**src/rtl/pod_pkg.sv**
```systemverilog
// Package: shared constants and helpers for the pole-open detector.
// Assumes three phases; the dropout cap is fixed by the protection scheme.
package pod_pkg;
    localparam int POD_PHASES   = 3;
    localparam int POD_MAX_DROP = 8000;
    localparam int POD_DROP_W   = 13;
endpackage

```
**src/rtl/pod_phase_eval.sv**
```systemverilog
// Per-phase open evaluation.
// A phase is open when its current flag is clear and either its breaker
// status shows the pole not closed or no status is wired. Provides the raw
// (same-cycle) result for downstream logic and a registered copy for output.
module pod_phase_eval #(
    parameter int N_PH = 3
) (
    input  logic            clk,
    input  logic            rst_n,
    input  logic [N_PH-1:0] brk_closed,
    input  logic            status_ok,
    input  logic [N_PH-1:0] cur_det,
    output logic [N_PH-1:0] open_now,
    output logic [N_PH-1:0] open_q
);
    for (genvar p = 0; p < N_PH; p++) begin : g_phase
        // combine status and current for one phase
        always_comb begin
            open_now[p] = !cur_det[p] && (!status_ok || !brk_closed[p]);
        end

        // register the per-phase decision
        always_ff @(posedge clk) begin
            if (!rst_n) open_q[p] <= 1'b0;
            else        open_q[p] <= open_now[p];
        end
    end
endmodule

```
**src/rtl/pod_sp_detect.sv**
```systemverilog
// Single-pole-open detection.
// Counts the open phases and flags a partial opening (some but not all)
// when single-pole mode is enabled. Output is registered.
module pod_sp_detect #(
    parameter int N_PH = 3
) (
    input  logic            clk,
    input  logic            rst_n,
    input  logic            sp_enable,
    input  logic [N_PH-1:0] open_now,
    output logic            sp_open_q
);
    logic [31:0] n_open;
    logic        partial;

    // count the phases that read open
    always_comb begin
        n_open = 32'd0;
        for (int i = 0; i < N_PH; i++) begin
            n_open = n_open + {31'd0, open_now[i]};
        end
        partial = (n_open != 32'd0) && (n_open != 32'(N_PH));
    end

    // register the gated single-pole flag
    always_ff @(posedge clk) begin
        if (!rst_n) sp_open_q <= 1'b0;
        else        sp_open_q <= sp_enable && partial;
    end
endmodule

```
**src/rtl/pod_dropout_timer.sv**
```systemverilog
// Three-pole-open output with instant pickup and strobe-counted dropout.
// While all phases are open the counter is reloaded with the clamped setting.
// Once they are not, it counts down on each cycle strobe, and the output
// clears on the first clock that sees the count at zero.
module pod_dropout_timer #(
    parameter int MAX_DROP = 8000,
    parameter int DROP_W   = 13,
    localparam int CNT_W   = $clog2(MAX_DROP + 1)
) (
    input  logic              clk,
    input  logic              rst_n,
    input  logic              cyc_stb,
    input  logic              all_open,
    input  logic [DROP_W-1:0] dropout_set,
    output logic              tpo_q,
    output logic [CNT_W-1:0]  cnt_q
);
    logic [CNT_W-1:0] load_val;

    // clamp the setting to the supported maximum
    always_comb begin
        if (32'(dropout_set) > 32'(MAX_DROP)) load_val = CNT_W'(MAX_DROP);
        else                                  load_val = CNT_W'(dropout_set);
    end

    // pickup, reload and countdown of the three-pole-open flag
    always_ff @(posedge clk) begin
        if (!rst_n) begin
            tpo_q <= 1'b0;
            cnt_q <= '0;
        end else if (all_open) begin
            tpo_q <= 1'b1;
            cnt_q <= load_val;
        end else if (tpo_q) begin
            if (cnt_q == '0)  tpo_q <= 1'b0;
            else if (cyc_stb) cnt_q <= cnt_q - 1'b1;
        end
    end
endmodule

```
**src/rtl/pole_open_detect.sv**
```systemverilog
// Top: breaker pole-open detector.
// Joins the per-phase evaluation, the single-pole detector and the
// three-pole dropout timer. Inputs are taken as already synchronous to clk.
module pole_open_detect #(
    parameter int N_PH     = pod_pkg::POD_PHASES,
    parameter int MAX_DROP = pod_pkg::POD_MAX_DROP,
    parameter int DROP_W   = pod_pkg::POD_DROP_W,
    localparam int CNT_W   = $clog2(MAX_DROP + 1)
) (
    input  logic              clk,
    input  logic              rst_n,
    input  logic              cyc_stb,
    input  logic [N_PH-1:0]   brk_closed,
    input  logic              status_ok,
    input  logic [N_PH-1:0]   cur_det,
    input  logic              sp_enable,
    input  logic [DROP_W-1:0] dropout_set,
    output logic [N_PH-1:0]   phase_open,
    output logic              single_pole_open,
    output logic              three_pole_open
);
    logic [N_PH-1:0]  open_now;
    logic [CNT_W-1:0] dly_cnt;

    pod_phase_eval #(.N_PH(N_PH)) u_eval (
        .clk        (clk),
        .rst_n      (rst_n),
        .brk_closed (brk_closed),
        .status_ok  (status_ok),
        .cur_det    (cur_det),
        .open_now   (open_now),
        .open_q     (phase_open)
    );

    pod_sp_detect #(.N_PH(N_PH)) u_sp (
        .clk       (clk),
        .rst_n     (rst_n),
        .sp_enable (sp_enable),
        .open_now  (open_now),
        .sp_open_q (single_pole_open)
    );

    pod_dropout_timer #(.MAX_DROP(MAX_DROP), .DROP_W(DROP_W)) u_tmr (
        .clk         (clk),
        .rst_n       (rst_n),
        .cyc_stb     (cyc_stb),
        .all_open    (&open_now),
        .dropout_set (dropout_set),
        .tpo_q       (three_pole_open),
        .cnt_q       (dly_cnt)
    );
endmodule

```
**config.mk**
```make
export PLATFORM = sky130hd
export DESIGN_NAME = pole_open_detect
export DESIGN_NICKNAME = d
export VERILOG_FILES = /design/src/rtl/pod_pkg.sv /design/src/rtl/pod_phase_eval.sv /design/src/rtl/pod_sp_detect.sv /design/src/rtl/pod_dropout_timer.sv /design/src/rtl/pole_open_detect.sv
export SDC_FILE = /design/constraint.sdc
export NUM_CORES = 1
export LEC_CHECK = 0
export ABC_CLOCK_PERIOD_IN_PS = 5100
export BUFFER_PORTS_ARGS = -buffer_cell sky130_fd_sc_hd__buf_2
export CORE_MARGIN = 1.5
export CORE_UTILIZATION = 50
export CTS_CLUSTER_SIZE = 24
export DETAILED_ROUTE_END_ITERATION = 8
export PLACE_DENSITY_LB_ADDON = 0.25
export SLEW_MARGIN = 10
export SYNTH_ARGS = -nofsm -noshare
export SYNTH_HDL_FRONTEND = slang
export SYNTH_SLANG_ARGS = --single-unit
```
**constraint.sdc**
```tcl
create_clock -name clk -period 5.1 [get_ports clk]
set_clock_uncertainty 0.1 [all_clocks]
set_input_delay 0.255 -clock clk [delete_from_list [all_inputs] [get_ports clk]]
set_output_delay 0.255 -clock clk [all_outputs]
set_load 0.05 [all_outputs]
```
Yosys cells after proc, flatten, opt, wreduce, memory -nomap -nowiden
Index checks and enable logic that the tools add are counted.

word-level totals
  register bits = 18
  input port bits = 24
  output and inout bits = 5
  word-level logic and storage cells = 41

operators by class
  add/subtract/negate cells = 3
  magnitude comparators = 1
  equality and inequality tests = 2
  mux-type cells = 8
  reductions and logical operators = 21

operator list
  operator                                                               count
  13-bit two-way mux                                                     5
  32-bit by 1-bit adder with 32-bit output                               1
  32-bit by 2-bit != test with 1-bit output (second input constant)      1
  32-bit nonzero test                                                    1
  13-bit > comparator (second input constant)                            1
  13-bit logical NOT                                                     1
  13-bit by 1-bit subtractor with 13-bit output (second input constant)  1
  1-bit logical NOT                                                      7
  3-bit AND reduction                                                    2
  1-bit logical AND                                                      5
  2-bit nonzero test                                                     2
  1-bit logical OR                                                       3
  1-bit two-way mux                                                      3
  1-bit by 1-bit adder with 2-bit output                                 1
  2-bit by 1-bit != test with 1-bit output (second input constant)       1

Longest topological paths before layout
Gate-level depths: netlist (run 1).

  depth in word-level cells = 8
  gate-level depth with buffers = 7
  mapped depth without buffers = 7

Modules after synthesis
From an unflattened synthesis (run 1), not the netlist that was laid out.

unflattened totals
  cell total of the unflattened synthesis = 122
  area total of the unflattened synthesis = 1,043.5 um2

modules (own cells, without submodules)
  module             times used  cells each  area an instance (um2)  seq. area each (um2)
  pod_dropout_timer  1           105         865.8                   280.3
  pod_phase_eval     1           9           105.1                   60.1
  pod_sp_detect      1           7           66.3                    20.0
  pole_open_detect   1           1           6.3                     0.0

Worst setup path after synthesis (run 1)
Ideal clock, no wire load.

  kind = reg-to-reg
  start = register u_tmr.cnt_q[4]
  end = register u_tmr.cnt_q[12]
  setup time = 0.062 ns
  arrival time = 2.022 ns
  required time = 4.938 ns
  path slack = 2.916 ns
  stages on the path, launching flop included = 6
  buffers on the path = 1
  period minus slack after synthesis = 2.184 ns
  cells stage by stage = dfxtp_1 or4_1 buf_2 or4_4 or4_1 nand3_1

on the way
  word-level cells in the longest chain between the ends = 5
  elaborated cells between the ends (all ways) = 8
  classes of those cells = 1 x add/sub; 1 x eq/ne; 4 x mux; 2 x reduce/logical

RTL lines
  what                                           RTL line                 RTL
  from (decl)                                    pod_dropout_timer.sv:16  output logic [CNT_W-1:0] cnt_q
  from (signal assigned)                         pod_dropout_timer.sv:33  cnt_q <= load_val;
  from (signal assigned)                         pod_dropout_timer.sv:36  else if (cyc_stb) cnt_q <= cnt_q - 1'b1;
  13-bit by 1-bit subtractor with 13-bit output  pod_dropout_timer.sv:36
  13-bit two-way mux                             pod_dropout_timer.sv:36
  13-bit two-way mux                             pod_dropout_timer.sv:35  if (cnt_q == '0) tpo_q <= 1'b0;
  13-bit two-way mux                             pod_dropout_timer.sv:34  end else if (tpo_q) begin
  13-bit two-way mux                             pod_dropout_timer.sv:31  end else if (all_open) begin

Parallel ways exist; a longest one is shown, timed or not. The select of a mux whose other input is x is not followed.
A chain may end at the register's enable or synchronous reset.

Worst setup path in the final report (run 1)
  start = register u_tmr.cnt_q[4]
  end = register u_tmr.cnt_q[4]

The elaborated chain is that of the path after synthesis.

==> results.tsv, run 1 <==
stage	metric	value	unit
worst_setup_path	Critical Path RT	5.20	ns
yosys	Synth area leader	dfxtp_1	
worst_setup_path	crit path max-delay cell type	or4_1	
yosys	largest family of logic cells by synthesized area	simple AND/OR/NAND/NOR gates	
yosys	Synth Cell Area	0.00109	mm^2
placed_design	IO buf count	28	
route	Wirelength per Cell	14.6	um
global_routing	initial antenna violation count	0	
final_layout	non-filler cells, final	180	
clocking	CTS clk-pin slew, worst paths	0.10	ns
pwr	leakage dissipation	0.522	nW
pwr	Max IR drop VDD	0.137	mV
timing	Tmin final	2.41	ns
clocking	CTS buffer count	3	
floorplan	Die Ht	49.7	um
clocking	Longest Clk Path Bufs	2	
floorplan	Die ar.	0.00247	mm^2
timing	Slew Viols, Final	0	
timing	Fin Setup TNS	0	ns
yosys	Distinct cells, synth	34	
floorplan	site row count	16	
placed_design	DP Area	0.00124	mm^2
worst_setup_path	Crit path arrival time	2.51	ns
floorplan	# IOs	29	
clocking	post-CTS setup buffers	0	
final_layout	final instance area	0.00126	mm^2
clocking	CTS tree	yes	
yosys	Cells after Synth	128	
route	Iter 0 DRT Violations	17	
yosys	most frequent cell after synthesis	dfxtp_1	
yosys	mux contribution to synthesized area	1.03	%
yosys	Syn Area/Cell	8.53	um^2
route	drt first pass iters	4	
global_routing	All-Layer GR Usage	23.7	%
pwr	power per cell area	239	mW/mm^2
pwr	Pwr Total	0.302	mW
clocking	root buf cell	clkbuf_4	
run	max_cap viols	0	
yosys	synthesized-area fraction occupied by adder cells	4.58	%
timing	fin crit share	47.2	%
floorplan	core region area	0.00200	mm^2
worst_setup_path	crit end category	flop	
clocking	Clk Latency, worst-skew pair	0.29	ns
worst_setup_path	WS Path Type	flop to flop	
run_status	outcome	finished, final reports clean	
final_layout	Area Overhead vs Synth	15.7	%
worst_setup_path	Worst path top cell family by delay	simple AND/OR/NAND/NOR gates	
yosys	Synth top area share	33.0	%
final_layout	ratio of cells with drive above 1 in the final layout	23.5	%
global_routing	global-route wire length before repair	4500	um
clocking	clock sinks	18	
worst_setup_path	Critical Path Start Type	flop	
yosys	xor and xnor area share after synthesis	0.802	%
route	Via density	6.14	
timing	Worst-Margin Slew	0.705	ns
placed_design	Inst Count DP	177	
timing	Slew headroom	52.6	%
yosys	YS warnings	0	
worst_setup_path	worst-path fanout max	18	
yosys	Synth Area in Compound Gates	24.2	%
worst_hold_path	Hold WC Path Type	input port to flop	
clocking	CTS H-Tree Depth	1	
final_layout	# diodes	0	
yosys	syn nets	156	
placed_design	Post-DP HPWL	1970	um
yosys	sequential share of the synthesized area	33.0	%
timing	Fmax	0.415	GHz
route	Detail Route Antenna Nets	0	
yosys	simple-gate share of the synthesized area	32.8	%
route	Via Count	1105	
worst_setup_path	slowest stage delay, CP	0.70	ns
final_layout	final layout net count	183	
route	final wirelength	2630	um
yosys	dominant synthesized flop cell	dfxtp_1	
clocking	Hold-fix buffers, CTS	0	
global_routing	vias in the first global route	1047	
yosys	async set-reset flop share out of synthesis	0	%
yosys	Synth top cells by count	dfxtp_1, or4_1, a21oi_1	
timing	final setup fails	0	
worst_setup_path	crit path buf inv count	0	
global_routing	GR Overflow Total	0	
timing	RSZ-0062 raised after global routing	no	
worst_setup_path	crit-path cells	or4_1 > nor4_4 > o21ai_0 > a311oi_1	
global_routing	largest net degree at the start of global routing	21	
floorplan	initial cell density of the core	54.6	%
yosys	Yosys reg bits	18	
route	DRC errors left	0	
clocking	CTS resizes	0	
yosys	Synth area leaders	dfxtp_1, or4_1, a311oi_1	
timing	Final Hold Vio Count	0	
yosys	Post-synth EDFFs	0	
placed_design	RD Place Congestion	0.868	
floorplan	Die W	49.7	um
[state kept, by name (all words and copies together) (netlist names)]
register / flops
u_sp.sp_open_q: 1
u_tmr.tpo_q: 1
u_tmr.cnt_q: 13
u_eval.open_q: 3
[final timing paths]
kind | to | start | cells past startpoint | slack [ns]
worst min register to register | u_tmr.cnt_q[12]$_SDFFE_PN0P_ | u_tmr.cnt_q[12]$_SDFFE_PN0P_ | 2 | 0.44
worst max register to register | u_tmr.cnt_q[4]$_SDFFE_PN0P_ | u_tmr.cnt_q[4]$_SDFFE_PN0P_ | 4 | 2.69
worst max-delay path | u_tmr.cnt_q[4]$_SDFFE_PN0P_ | u_tmr.cnt_q[4]$_SDFFE_PN0P_ | 4 | 2.69
worst min-delay path | u_eval.open_q[1]$_SDFF_PN0_ | cur_det[1] | 2 | 0.04
[where the power goes]
| group | total, mW | internal [mW] | switching, mW |
|---|---|---|---|
| Combinational | 0.0779 | 0.0291 | 0.0488 |
| Clock | 0.0710 | 0.0275 | 0.0436 |
| Sequential | 0.153 | 0.147 | 0.00568 |
[metal layers]
layer / track usage (%) / share of wire (%) / wire (um) / vias up
met5: 0 / 0 / 0 / -
met4: 10.6 / 2.4 / 62 / 0
met3: 4.24 / 4.1 / 108 / 7
met2: 39.8 / 48 / 1270 / 32
met1: 29.3 / 45 / 1180 / 507
li1: - / - / - / 559
[cell usage in the layout, fill, tap and decap left out, drive strengths merged]
cell type	instances
a21oi	9
a211oi	5
o211a	2
or4	13
o2111ai	2
xor2	1
nand4	2
dfxtp	18
clkinv	1
ha	4
and2	2
inv	3
clkbuf	3
a311oi	6
mux2	1
nand2b	4
nor3b	2
o211ai	2
and4	1
o21ai	8
a21o	2
and3	1
a31oi	1
or3	8
buf	28
or4b	1
nand2	4
nor2	4
o31ai	2
or2	2
nor4	3
nand3	8
[area by class of cell]
class	instances	area [um^2]
inverter	4	15.0
tap	27	33.8
timing repair buffer	28	140
fill	194	738
sequential	18	360
multi-input combinational	100	692
clock buffer	3	22.5
[metrics by stage]
stage	util [%]	setup slack, ns	hold WS (ns)
2_1_floorplan	-	2.92	0.228
3_3_place_gp	62.0	2.78	0.353
3_5_place_dp	62.0	2.72	0.355
4_1_cts	63.1	2.67	0.0390
5_1_grt	63.1	2.44	0.0342
6_report	63.1	2.69	0.0418
[logic make-up (layout without fill, tap and decap cells)]
family | Yosys count | in the layout
AO/OA/AOI/OAI | 39 | 39
XOR/XNOR | 1 | 1
adder cells (fa/ha/maj) | 4 | 4
buffers and inverters | 10 | 35
flip-flops | 18 | 18
multiplexers | 1 | 1
AND/OR/NAND/NOR | 55 | 55
Power figures use the tool's default switching activity.
==> run 2, diff against run 1 <==
- ABC_CLOCK_PERIOD_IN_PS: 5100 -> 2200
- CORE_UTILIZATION: 50 -> 46
- clock period: 5.1 -> 2.2 ns (I/O delays scaled with it)
==> run 2 against run 1 <==
Non-clock buffer count grew 18. Total power grew to 2.6 times the previous value. Critical path depth is the same. Worst hold slack lost 0.034 ns. Clock-buffer cell count is the same. Global-route usage grew 0.29 points. Combinational power grew to 3.4 times the previous value. Die area grew 8.2%. Clock power grew 140%. Cell count grew 11%. Highest routed layer unchanged.
==> results.tsv, run 2 (synthesis results as in run 1) <==
stage	metric	value	unit	change
run_status	outcome	finished, final reports clean		
worst_setup_path	Critical Path Start Type	flop		
worst_hold_path	Hold WC Path Type	input port to flop		
global_routing	vias in the first global route	1069		+2.1%
timing	RSZ-0062 raised after global routing	yes		
timing	Slew headroom	59.4	%	+6.7 points
final_layout	Largest Register	u_tmr.cnt_q		
floorplan	Die Ht	51.7	um	+4.0%
final_layout	commonest non-fill, non-tap cells in the layout	buf_2, dfxtp_1, a21oi_1, or4_1		
clocking	root buf cell	clkbuf_4		
final_layout	max FFs per register	13		unchanged
route	Wirelength per Cell	14.7	um	+0.75%
worst_setup_path	FF-to-FF path depth	4		unchanged
worst_setup_path	slowest stage delay, CP	0.59	ns	-0.11 ns
worst_setup_path	crit-path cells	or4_1 > or2_2 > or4_1 > a311oi_2		
timing	Tmin final	2.19	ns	-0.217 ns
floorplan	# IOs	29		unchanged
clocking	clock sinks	18		unchanged
final_layout	Core Util, Final	65.7	%	+2.5 points
worst_setup_path	crit end category	flop		
final_layout	leading cell type in the layout, fill and taps excluded	buf_2		
final_layout	non-filler cells, final	199		+11%
clocking	Longest Clk Path Bufs	2		unchanged
global_routing	All-Layer GR Usage	23.9	%	+0.29 points
timing	Hold Worst Slack	0.00811	ns	-0.0337 ns
final_layout	final instance area	0.00147	mm^2	+16%
floorplan	Die W	51.7	um	+4.0%
route	final wirelength	2930	um	+11%
route	Detail Route Antenna Nets	0		unchanged
pwr	Max IR drop VDD	0.438	mV	+220%
route	drt first pass iters	4		unchanged
clocking	Clk Latency, worst-skew pair	0.30	ns	about the same
timing	Slew Viols, Final	0		unchanged
final_layout	Area Overhead vs Synth	34.2	%	
timing	Worst-Margin Slew	0.607	ns	-0.0981 ns
worst_setup_path	Top cell by count, worst path	or4_1		
global_routing	initial antenna violation count	0		unchanged
floorplan	Die ar.	0.00268	mm^2	+8.2%
worst_setup_path	Critical Path RT	2.31	ns	-2.89 ns
global_routing	global-route wire length before repair	4720	um	+4.9%
worst_setup_path	crit path max-delay cell type	or4_1		
route	Via density	5.97		-2.8%
clocking	CTS H-Tree Depth	1		unchanged
route	Via Count	1188		+7.5%
pwr	leakage dissipation	0.615	nW	+18%
placed_design	DP Area	0.00128	mm^2	+3.1%
final_layout	final layout net count	201		+9.8%
placed_design	Inst Count DP	183		+3.4%
worst_setup_path	WS Path Type	flop to flop		
floorplan	core region area	0.00223	mm^2	+12%
clocking	CTS tree	yes		
placed_design	IO buf count	28		unchanged
timing	final setup fails	0		unchanged
clocking	CTS buffer count	3		unchanged
final_layout	largest registers	u_tmr.cnt_q (13), u_eval.open_q (3)		
pwr	Pwr Total	0.789	mW	+160%
global_routing	largest net degree at the start of global routing	21		unchanged
worst_hold_path	Hold Path Depth	3		+1
timing	Final Hold Vio Count	0		unchanged
route	DRC errors left	0		unchanged
final_layout	ratio of cells with drive above 1 in the final layout	33.9	%	+10 points
clocking	CTS clk-pin slew, worst paths	0.10	ns	about the same
timing	fin crit share	99.6	%	+52 points
final_layout	# diodes	0		unchanged
floorplan	site row count	17		+1
global_routing	GR Overflow Total	0		unchanged
run	max_cap viols	0		unchanged
placed_design	RD Place Congestion	0.900		+3.7%
worst_setup_path	worst-path fanout max	4		-14
pwr	power per cell area	538	mW/mm^2	+130%
worst_setup_path	Crit path arrival time	2.30	ns	-0.21 ns
floorplan	initial cell density of the core	48.9	%	-5.7 points
route	Iter 0 DRT Violations	24		+7
timing	Fmax	0.456	GHz	+9.9%
placed_design	Post-DP HPWL	2010	um	+2.3%
-- run 2: timing repair --
item,CTS,global route
endpoints found under the hold margin,7,0
buffers inserted,0,5
pin swaps,0,5
resized for setup,4,9
endpoints found under the setup margin,2,8
hold buffers,8,0
-- run 2: per-stage QoR --
step / setup TNS [ns] / setup slack [ns]
finish: 0 / 0.00927
global route: -0.183 / -0.0597
CTS: 0 / 0.00950
detailed placement: -0.102 / -0.0816
global placement: -0.0463 / -0.0423
floorplan: 0 / 0.0159
-- run 2: layer usage --
metal	wire (um)	vias to the layer above	part of all wire [%]	track usage, %
met5	0	-	0	0
met3	93	5	3.2	2.59
met4	44	0	1.5	9.21
li1	-	593	-	-
met1	1340	567	46	30.1
met2	1450	23	49	41.9
-- run 2: area by class of cell --
cell class                      count  area (um^2)
Clock buffer                        3         22.5
Fill cell                         201          767
Inverter                            4         15.0
Multi-Input combinational cell    100          734
Sequential cell                    18          363
Tap cell                           28         35.0
Timing Repair Buffer               46          297
-- run 2: worst max-delay path, delay by kind of cell (launching register included) --
| family | cells | cell delay [ns] |
|---|---|---|
| AO/OA/AOI/OAI | 1 | 0.31 |
| flip-flops | 1 | 0.35 |
| AND/OR/NAND/NOR | 3 | 1.34 |
-- run 2: power by group --
part	total, mW	internal [mW]	leakage [nW]	switching [mW]
Combinational	0.264	0.127	0.454	0.137
Clock	0.171	0.0640	0.0138	0.107
Sequential	0.354	0.342	0.148	0.0125
-- run 2: path summary, 6_finish.rpt --
kind	startpoint	endpoint	slack, ns
min reg2reg	u_tmr.cnt_q[1]$_SDFFE_PN0P_	u_tmr.cnt_q[1]$_SDFFE_PN0P_	0.42
max	u_tmr.cnt_q[0]$_SDFFE_PN0P_	u_tmr.cnt_q[5]$_SDFFE_PN0P_	0.009
min	dropout_set[11]	u_tmr.cnt_q[11]$_SDFFE_PN0P_	0.008
max reg2reg	u_tmr.cnt_q[0]$_SDFFE_PN0P_	u_tmr.cnt_q[5]$_SDFFE_PN0P_	0.009
